**src/rtl/flash_fe_pkg.sv**
```systemverilog
package flash_fe_pkg;
  localparam int BUS_W  = 16;
  localparam int LANE_W = BUS_W / 2;
  localparam logic [BUS_W-1:0] BUSY_STATUS = 16'h8080;

  // Boot content of word address a: high byte is the inverse of the low byte.
  function automatic logic [BUS_W-1:0] boot_word(input logic [LANE_W-1:0] a);
    return {~a, a};
  endfunction

  // Pick one byte lane of a word.
  function automatic logic [LANE_W-1:0] lane_of(input logic [BUS_W-1:0] w, input logic hi);
    return hi ? w[BUS_W-1:LANE_W] : w[LANE_W-1:0];
  endfunction

  // Merge a byte-lane-masked write into a stored word.
  function automatic logic [BUS_W-1:0] merge_lanes(input logic [BUS_W-1:0] old_w,
                                                   input logic [BUS_W-1:0] new_w,
                                                   input logic [1:0] mask);
    return {mask[1] ? new_w[BUS_W-1:LANE_W] : old_w[BUS_W-1:LANE_W],
            mask[0] ? new_w[LANE_W-1:0]     : old_w[LANE_W-1:0]};
  endfunction
endpackage

```
**src/rtl/flash_strobe_decode.sv**
```systemverilog
module flash_strobe_decode (
  input  logic cs_n,
  input  logic rd_n,
  input  logic wr_n,
  output logic read_ev,
  output logic write_ev,
  output logic standby
);
  always_comb begin
    standby  = cs_n;
    read_ev  = !cs_n && !rd_n && wr_n;
    write_ev = !cs_n && rd_n && !wr_n;
  end
endmodule

```
**src/rtl/flash_bank_store.sv**
```systemverilog
module flash_bank_store
  import flash_fe_pkg::*;
#(
  parameter int IDX_W = 5,
  parameter int BASE  = 0
) (
  input  logic             clk,
  input  logic             rst_n,
  input  logic             wr_en,
  input  logic [1:0]       wr_mask,
  input  logic [IDX_W-1:0] wr_idx,
  input  logic [BUS_W-1:0] wr_data,
  input  logic             busy,
  input  logic [IDX_W-1:0] rd_idx,
  output logic [BUS_W-1:0] rd_data
);
  localparam int DEPTH = 1 << IDX_W;

  logic [BUS_W-1:0] mem [DEPTH];
  logic             write_go;

  assign write_go = wr_en && !busy;
  assign rd_data  = mem[rd_idx];

  always_ff @(posedge clk or negedge rst_n) begin
    if (!rst_n) begin
      for (int i = 0; i < DEPTH; i++) mem[i] <= boot_word(LANE_W'(BASE + i));
    end else if (write_go) begin
      mem[wr_idx] <= merge_lanes(mem[wr_idx], wr_data, wr_mask);
    end
  end

  AST_BUSY_WRITE_HOLD: assert property (@(posedge clk) disable iff (!rst_n)
    (wr_en && busy && rd_idx == wr_idx) |=> (rd_idx != $past(rd_idx)) || $stable(rd_data));

  AST_FULL_WRITE_LANDS: assert property (@(posedge clk) disable iff (!rst_n)
    (wr_en && !busy && wr_mask == 2'b11) |=> (rd_idx != $past(wr_idx)) || (rd_data == $past(wr_data)));
endmodule

```
**src/rtl/flash_lane_steer.sv**
```systemverilog
module flash_lane_steer
  import flash_fe_pkg::*;
(
  input  logic             read_ev,
  input  logic             wide_n,
  input  logic             lane_hi,
  input  logic [BUS_W-1:0] word_in,
  output logic [BUS_W-1:0] bus_out,
  output logic [BUS_W-1:0] bus_oe
);
  always_comb begin
    bus_out = '0;
    bus_oe  = '0;
    if (read_ev) begin
      if (wide_n) begin
        bus_out = word_in;
        bus_oe  = '1;
      end else begin
        bus_out[LANE_W-1:0] = lane_of(word_in, lane_hi);
        bus_oe[LANE_W-1:0]  = '1;
      end
    end
  end
endmodule

```
**src/rtl/flash_bus_front.sv**
```systemverilog
module flash_bus_front
  import flash_fe_pkg::*;
#(
  parameter int ADDR_W = 6,
  parameter int NBANK  = 2
) (
  input  logic              clk,
  input  logic              rst_n,
  input  logic              cs_n,
  input  logic              rd_n,
  input  logic              wr_n,
  input  logic              wide_n,
  input  logic [ADDR_W-1:0] word_addr,
  input  logic [NBANK-1:0]  bank_busy,
  input  logic [BUS_W-1:0]  bus_in,
  output logic [BUS_W-1:0]  bus_out,
  output logic [BUS_W-1:0]  bus_oe
);
  localparam int BSEL_W = $clog2(NBANK);
  localparam int IDX_W  = ADDR_W - BSEL_W;
  localparam int DEPTH  = 1 << IDX_W;

  logic              read_ev, write_ev, standby;
  logic [BSEL_W-1:0] bank_sel;
  logic [IDX_W-1:0]  word_idx;
  logic              lane_hi;
  logic [BUS_W-1:0]  wr_word;
  logic [1:0]        wr_mask;
  logic [BUS_W-1:0]  bank_rd [NBANK];
  logic [BUS_W-1:0]  sel_word;
  logic              sel_busy;

  assign bank_sel = word_addr[ADDR_W-1 -: BSEL_W];
  assign word_idx = word_addr[IDX_W-1:0];
  assign lane_hi  = bus_in[BUS_W-1];
  assign wr_word  = wide_n ? bus_in : {bus_in[LANE_W-1:0], bus_in[LANE_W-1:0]};
  assign wr_mask  = wide_n ? 2'b11 : (lane_hi ? 2'b10 : 2'b01);
  assign sel_busy = bank_busy[bank_sel];
  assign sel_word = sel_busy ? BUSY_STATUS : bank_rd[bank_sel];

  flash_strobe_decode u_dec (
    .cs_n(cs_n), .rd_n(rd_n), .wr_n(wr_n),
    .read_ev(read_ev), .write_ev(write_ev), .standby(standby)
  );

  for (genvar b = 0; b < NBANK; b++) begin : g_bank
    logic bank_wr;
    assign bank_wr = write_ev && (bank_sel == BSEL_W'(b));
    flash_bank_store #(.IDX_W(IDX_W), .BASE(b * DEPTH)) u_store (
      .clk(clk), .rst_n(rst_n),
      .wr_en(bank_wr), .wr_mask(wr_mask), .wr_idx(word_idx), .wr_data(wr_word),
      .busy(bank_busy[b]), .rd_idx(word_idx), .rd_data(bank_rd[b])
    );
  end

  flash_lane_steer u_steer (
    .read_ev(read_ev), .wide_n(wide_n), .lane_hi(lane_hi),
    .word_in(sel_word), .bus_out(bus_out), .bus_oe(bus_oe)
  );

  AST_WRITE_NO_DRIVE: assert property (@(posedge clk) disable iff (!rst_n)
    !wr_n |-> bus_oe == '0);
  AST_STANDBY_QUIET: assert property (@(posedge clk) disable iff (!rst_n)
    standby |-> bus_oe == '0);
  AST_OUTPUT_DISABLE: assert property (@(posedge clk) disable iff (!rst_n)
    (!cs_n && rd_n) |-> bus_oe == '0);
  AST_BYTE_UPPER_FLOAT: assert property (@(posedge clk) disable iff (!rst_n)
    !wide_n |-> bus_oe[BUS_W-1:LANE_W] == '0);
  AST_WORD_FULL_DRIVE: assert property (@(posedge clk) disable iff (!rst_n)
    (!cs_n && !rd_n && wr_n && wide_n) |-> bus_oe == '1);
  AST_BUSY_STATUS: assert property (@(posedge clk) disable iff (!rst_n)
    (!cs_n && !rd_n && wr_n && wide_n && sel_busy) |-> bus_out == BUSY_STATUS);
endmodule

```
**config.mk**
```make
export PLATFORM = sky130hd
export DESIGN_NAME = flash_bus_front
export DESIGN_NICKNAME = d
export VERILOG_FILES = /design/src/rtl/flash_fe_pkg.sv /design/src/rtl/flash_strobe_decode.sv /design/src/rtl/flash_bank_store.sv /design/src/rtl/flash_lane_steer.sv /design/src/rtl/flash_bus_front.sv
export SDC_FILE = /design/constraint.sdc
export NUM_CORES = 2
export LEC_CHECK = 0
export BUFFER_PORTS_ARGS = -buffer_cell sky130_fd_sc_hd__buf_2
export CAP_MARGIN = 25
export CORE_MARGIN = 3
export CORE_UTILIZATION = 48
export CTS_CLUSTER_SIZE = 8
export DETAILED_ROUTE_END_ITERATION = 6
export GPL_TIMING_DRIVEN = 0
export PLACE_DENSITY = 0.62
export SETUP_SLACK_MARGIN = 0.1
export SLEW_MARGIN = 20
export SYNTH_ARGS = -nofsm -noshare
export SYNTH_HDL_FRONTEND = slang
export SYNTH_SLANG_ARGS = --single-unit
```
**constraint.sdc**
```tcl
create_clock -name clk -period 4.7 [get_ports clk]
set_clock_uncertainty 0.1 [all_clocks]
set_input_delay 0.705 -clock clk [delete_from_list [all_inputs] [get_ports clk]]
set_output_delay 0.705 -clock clk [all_outputs]
set_load 0.03 [all_outputs]
```
======== Word level (Yosys, flattened, before mapping) ========
Index checks and enable logic that the tools add are counted.
cells by class
  $lt $le $gt $ge ......................... 4
  muxes and demuxes ....................... 29
  bitwise logic cells ..................... 3
  reductions and logical operators ........ 14
operator list
  kind                                                                   count
  512-bit bitwise mux                                                    2
  16-bit 2-to-1 mux                                                      12
  16-bit binary-select mux with 5-bit select                             2
  16-bit demux with 5-bit select                                         1
  8-bit 2-to-1 mux                                                       8
  1-bit logical AND                                                      9
  6-bit >= comparator (second input constant)                            1
  6-bit by 1-bit < comparator with 1-bit output (second input constant)  1
  5-bit NOT with 6-bit output                                            1
  1-bit logical NOT                                                      5
  2-bit 2-to-1 mux                                                       2
  2-bit >= comparator (second input constant)                            1
  1-bit by 2-bit < comparator with 1-bit output (second input constant)  1
  1-bit 2-to-1 mux                                                       2
  1-bit NOT with 2-bit output                                            1
  1-bit NOT                                                              1
word-level totals
  register bits after elaboration ......... 1,024
  input bits .............................. 30

======== Depth between registers and ports, before layout ========
  depth in word-level cells ............... 11
  mapped depth ............................ 10
  depth with buffers taken out ............ 6

======== Cells and area by module ========
A second synthesis with hierarchy kept.
unflattened totals
  cell total of the unflattened synthesis .. 4,897
  area total of the unflattened synthesis .. 56,037.5 sq um
modules (own cells, without submodules)
  module               instances  cells an instance  area each (sq um)  seq. area each (sq um)
  flash_bank_store     2          2,387              27,610.2           13,132.6
  flash_bus_front      1          68                 444.2              0.0
  flash_lane_steer     1          52                 350.3              0.0
  flash_strobe_decode  1          3                  22.5               0.0

======== Worst setup path before layout ========
OpenSTA, ideal clock, no wires.
  kind .................................... input -> output
  from .................................... in word_addr[4]
  to ...................................... out bus_out[1]
  arrival ................................. 2,592 ps
  slack ................................... 1,303 ps
  stages on the path ...................... 9
  buffers on the path ..................... 3
  path through ............................ buf_4 or4b_1 buf_2 buf_6 o22ai_1 nor2_1 a31oi_1 a21oi_1 o22ai_1
on the way
  word-level cells in the longest chain between the ends .. 11
RTL lines
  item                                                      line                    text
  start, declared                                           flash_bus_front.sv:13   input logic [ADDR_W-1:0] word_addr,
  5-bit NOT with 6-bit output (implied by the code) (*)     flash_bank_store.sv:23  assign rd_data = mem[rd_idx];
  16-bit binary-select mux with 5-bit select                flash_bank_store.sv:23
  16-bit 2-to-1 mux (implied by the code) (2 in a row)      flash_bank_store.sv:23
  16-bit 2-to-1 mux (implied by the code) (*) (3 in a row)  flash_bus_front.sv:39   assign sel_word = sel_busy ? BUSY_STATUS : bank_rd[bank_sel];
  16-bit 2-to-1 mux (*)                                     flash_bus_front.sv:39
  8-bit 2-to-1 mux                                          flash_fe_pkg.sv:13      return hi ? w[BUS_W-1:LANE_W] : w[LANE_W-1:0];
  8-bit 2-to-1 mux (*)                                      flash_lane_steer.sv:15  if (wide_n) begin
  16-bit 2-to-1 mux (*)                                     flash_lane_steer.sv:14  if (read_ev) begin
  end, declared                                             flash_bus_front.sv:16   output logic [BUS_W-1:0] bus_out,
Every way passes the cells marked *; elsewhere a longest branch is shown, timed or not. The select of a mux whose other input is x is not followed.

======== Final worst setup path ========
  from .................................... in word_addr[3]
  to ...................................... out bus_out[4]
The elaborated chain is that of the path after synthesis.

==> metrics.txt <==
# TYPE chip_impl_metric gauge
chip_impl_metric{name="synth_warnings",unit=""} 0
chip_impl_metric{name="start_util",unit=""} 0.486
chip_impl_info{name="dominant_combinational_cell_family_by_area_after_synthesis",value="multiplexers"} 1
chip_impl_metric{name="syn-cell-area",unit="mm²"} 0.0481
chip_impl_metric{name="ys_types",unit=""} 43
chip_impl_metric{name="setup_slack",unit="ns"} -0.00330
chip_impl_metric{name="synthesized_netlist_net_count",unit=""} 4058
chip_impl_metric{name="synthesized_area_fraction_occupied_by_ao_oa_aoi_and_oai_cells",unit=""} 0.113
chip_impl_info{name="clockRootBuffer",value="sky130_fd_sc_hd__clkbuf_16"} 1
chip_impl_metric{name="seq_area_frac_synth",unit=""} 0.546
chip_impl_metric{name="drt_wl_total",unit="µm"} 190000
chip_impl_metric{name="number_of_buffers_inserted_to_repair_setup_after_cts",unit=""} 0
chip_impl_metric{name="design.core.area",unit="mm²"} 0.0990
chip_impl_metric{name="avgSynthCellArea",unit="µm²"} 12.0
chip_impl_metric{name="grt_max_degree",unit=""} 139
chip_impl_metric{name="post_drt_via_cell_ratio",unit=""} 6.42
chip_impl_info{name="failed_checks",value="DRC, setup timing"} 1
chip_impl_info{name="largest_registers",value="g_bank.u_store.mem (1024)"} 1
chip_impl_metric{name="worst_slew_margin_rel",unit=""} 0.175
chip_impl_info{name="critPathLaunchType",value="input pin"} 1
chip_impl_metric{name="synth-simple-area-share",unit=""} 0.0701
chip_impl_metric{name="global_route_wire_length_before_repair",unit="µm"} 265000
chip_impl_metric{name="detail_route_met2_wl",unit="µm"} 78600
chip_impl_metric{name="ctsLongestPathBuffers",unit=""} 3
chip_impl_metric{name="synth.mux.area_fraction",unit=""} 0.228
chip_impl_info{name="holdCritPathClass",value="in -> reg"} 1
chip_impl_metric{name="fin_tns_setup",unit="ns"} -0.00330
chip_impl_metric{name="drt_drc_violations_left",unit=""} 1
chip_impl_info{name="cell_accounting_for_the_most_synthesized_area",value="sky130_fd_sc_hd__dfstp_2"} 1
chip_impl_metric{name="wl_met3",unit="µm"} 22500
chip_impl_metric{name="worst_pin_slew",unit="ns"} 1.23
chip_impl_info{name="yosys.cell_count.top_type",value="sky130_fd_sc_hd__nor2_1"} 1
chip_impl_metric{name="post_route_cells_drive_above_1_share",unit=""} 0.386
chip_impl_metric{name="pwr_density_cell",unit="mW/mm²"} 388
chip_impl_info{name="tritoncts",value="yes"} 1
chip_impl_metric{name="maximum_level_of_the_cts_h_tree",unit=""} 4
chip_impl_metric{name="rows",unit=""} 115
chip_impl_metric{name="final_global_route_overflow_total",unit=""} 0
chip_impl_metric{name="sequential_cell_area",unit="mm²"} 0.0263
chip_impl_metric{name="layoutNonFillerInstCount",unit=""} 5665
chip_impl_metric{name="synth.ff_latch_count",unit=""} 1024
chip_impl_info{name="critPathSlowestCell",value="sky130_fd_sc_hd__nor4_2"} 1
chip_impl_metric{name="grt_pass1_vias",unit=""} 35100
chip_impl_metric{name="wire_per_inst",unit="µm"} 33.5
chip_impl_metric{name="drv_cap",unit=""} 0
chip_impl_metric{name="timing.final.setup_violations",unit=""} 1
chip_impl_metric{name="required",unit="ns"} 3.89
chip_impl_metric{name="final_hold_viol_count",unit=""} 0
chip_impl_metric{name="met1_length",unit="µm"} 77700
chip_impl_metric{name="synth_enable_flop_cells",unit=""} 0
chip_impl_metric{name="grt_antenna_before_repair",unit=""} 15
chip_impl_metric{name="post-dp-hpwl",unit="µm"} 133000
chip_impl_info{name="grt_setup_unrepaired",value="true"} 1
chip_impl_metric{name="multiInputGateArea",unit="mm²"} 0.0200
chip_impl_metric{name="clk_transition_reported_paths",unit="ns"} 0.05
chip_impl_metric{name="largest_register_ffs",unit=""} 1024
chip_impl_info{name="worst-setup-path-type",value="in -> out"} 1
chip_impl_info{name="status",value="finished, violations left"} 1
chip_impl_metric{name="ios",unit=""} 62
chip_impl_metric{name="post-route-period-util",unit=""} 1.00
chip_impl_metric{name="final_antenna_net_count",unit=""} 0
chip_impl_metric{name="final-max-slew-violation-count",unit=""} 0
chip_impl_metric{name="cp_num_buf_inv",unit=""} 5
chip_impl_metric{name="syn-instance-count",unit=""} 4028
chip_impl_metric{name="final_design_area_no_fill",unit="mm²"} 0.0550
chip_impl_metric{name="clock-sinks",unit=""} 1024
chip_impl_metric{name="yosys.area_share.xor_xnor",unit=""} 0
chip_impl_metric{name="leakagePower",unit="nW"} 24.1
chip_impl_info{name="registers.top_by_ff_count",value="g_bank.u_store.mem"} 1
chip_impl_metric{name="critical_path_peak_fanout",unit=""} 10
chip_impl_metric{name="die_height",unit="µm"} 323
chip_impl_metric{name="dr_total_vias",unit=""} 36400
chip_impl_metric{name="io_buffer_count",unit=""} 60
chip_impl_metric{name="detail_route.iter0.violations",unit=""} 4437
chip_impl_metric{name="top_area_cell_type_share_of_the_netlist_area",unit=""} 0.279
chip_impl_info{name="worstPathCellList",value="buf_2, buf_4, nand4bb_1, buf_2, buf_4, o22ai_1, nor4_2, nand3_1, a21oi_1, o22ai_1, buf_2"} 1
chip_impl_metric{name="final_net_count",unit=""} 4287
chip_impl_metric{name="number_of_fillers_in_the_final_layout",unit=""} 8589
chip_impl_metric{name="gp_routability_congestion",unit=""} 0.984
chip_impl_metric{name="syn_to_final_growth",unit="%"} 14.3
chip_impl_metric{name="placement.cell_area",unit="mm²"} 0.0504
chip_impl_info{name="netlist_top_cells_area",value="sky130_fd_sc_hd__dfstp_2 28%, sky130_fd_sc_hd__dfrtp_1 27%, sky130_fd_sc_hd__mux2_2 12%"} 1
chip_impl_metric{name="global_route.usage.total",unit=""} 0.363
chip_impl_metric{name="async_flop_share",unit=""} 1.00
chip_impl_metric{name="drt-pass1-iter-count",unit=""} 7
chip_impl_metric{name="floorplan.die_area",unit="mm²"} 0.104
chip_impl_info{name="crit_family",value="buffers and inverters"} 1
chip_impl_metric{name="fmax",unit="GHz"} 0.213
chip_impl_metric{name="clock_latency",unit="ns"} 0.76
chip_impl_info{name="ys.flop_type",value="sky130_fd_sc_hd__dfstp_2"} 1
chip_impl_info{name="synthTopCellsByCount",value="626 x sky130_fd_sc_hd__nor2_1, 519 x sky130_fd_sc_hd__mux2i_1, 512 x sky130_fd_sc_hd__dfrtp_1, 512 x sky130_fd_sc_hd__dfstp_2, 512 x sky130_fd_sc_hd__mux2_2"} 1
chip_impl_metric{name="critPathMaxStageDelay",unit="ns"} 0.59
chip_impl_metric{name="die-width",unit="µm"} 323
chip_impl_info{name="critPathMostFrequentCell",value="sky130_fd_sc_hd__buf_2"} 1
chip_impl_metric{name="cts_buf_count",unit=""} 146
chip_impl_metric{name="vdd_drop_max",unit="mV"} 0.361
chip_impl_metric{name="post_synthesis_share_of_cell_area_spent_on_full_adders_half_adders_and_majority_gates",unit=""} 0
chip_impl_metric{name="period_minus_slack",unit="ns"} 4.70
chip_impl_info{name="top_signal_layer_used",value="met5"} 1
chip_impl_info{name="cp-end-kind",value="primary output"} 1
chip_impl_metric{name="place_inst",unit=""} 5391
chip_impl_metric{name="critPathArrivalTime",unit="ns"} 3.90
==> worst min-delay path: cells and delay by family <==
kind | cells | cell delay [ns]
buffers and inverters | 1 | 0.17
AOI/OAI and AO/OA | 2 | 0.26
==> through the flow <==
stage,hold slack [ns],total power (W),utilization,setup WS [ns]
2_1_floorplan,0.309,0.0106,-,1.30
3_3_place_gp,0.388,0.0113,0.506,-19.53
3_5_place_dp,0.391,0.0114,0.509,-0.397
4_1_cts,0.297,0.0213,0.554,0.0569
5_1_grt,0.341,0.0219,0.556,0.0776
6_report,0.336,0.0214,0.556,-0.00330
==> power by group <==
group          internal (W)  total [W]  leakage (nW)  switching (W)
registers           0.00930    0.00948          12.4       0.000176
logic              0.000591    0.00187          9.65        0.00128
clock network       0.00595     0.0100          2.04        0.00406
total                0.0158     0.0214          24.1        0.00551
==> cell families (layout without fill, tap and decap cells) <==
| family | after synthesis | in the layout |
|---|---|---|
| buf+inv | 384 | 729 |
| flops | 1024 | 1024 |
| mux | 1031 | 1031 |
| compound gates | 847 | 847 |
| simple gates | 742 | 742 |
| other cells | 0 | 5 |
==> cell usage in the layout, fill, tap and decap left out, drive strengths merged <==
cell,instances
nand3b,1
nor2b,3
buf,313
nand3,10
nor3b,2
nand2,23
o21bai,1
mux2i,519
dlygate4sd3,1
a21oi,535
diode,5
nand2b,3
mux2,512
or4,1
o21ai,8
o22ai,264
or4b,4
inv,10
or3,1
dfrtp,512
o32ai,2
nor4,50
clkinv,4
nand4bb,6
clkbuf,401
nor2,627
dfstp,512
nand4b,8
a31oi,23
nand4,3
a41oi,14
==> final cells by class <==
cell class,count,share of cell area
diodes,5,0.000227
multi-input cells,2620,0.363
clock inverters,11,0.00257
clock buffers,253,0.0753
flip-flops and latches,1024,0.477
repair buffers,81,0.0122
inverters,3,0.000205
plain buffers,381,0.0399
well taps,1287,0.0293
==> timing repair <==
item                                   4_1_cts  5_1_grt
gates resized for setup                     36       33
endpoints found under the hold margin       48        0
setup endpoints to repair                   14       12
hold buffers                                 1        0
==> layer usage <==
metal / GRT usage / vias to the layer above
met1: 0.496 / 18900
met3: 0.128 / 534
met2: 0.505 / 2104
met4: 0.192 / 6
li1: - / 14800
met5: 0.0136 / -
==> path summary, 6_finish.rpt <==
kind	start	end	slack [ns]	cells past startpoint
max	word_addr[3]	bus_out[4]	-0.003	11
max in group asynchronous	rst_n	g_bank[0].u_store.mem[283]	1.81	5
min	bus_in[8]	g_bank[1].u_store.mem[488]	0.34	3
max reg2reg	g_bank[0].u_store.mem[351]	g_bank[0].u_store.mem[495]	1.68	7
min in group asynchronous	rst_n	g_bank[1].u_store.mem[131]	0.42	2
min reg2reg	g_bank[0].u_store.mem[174]	g_bank[0].u_store.mem[174]	0.40	2
No activity file was read; power rests on OpenSTA's default activity.
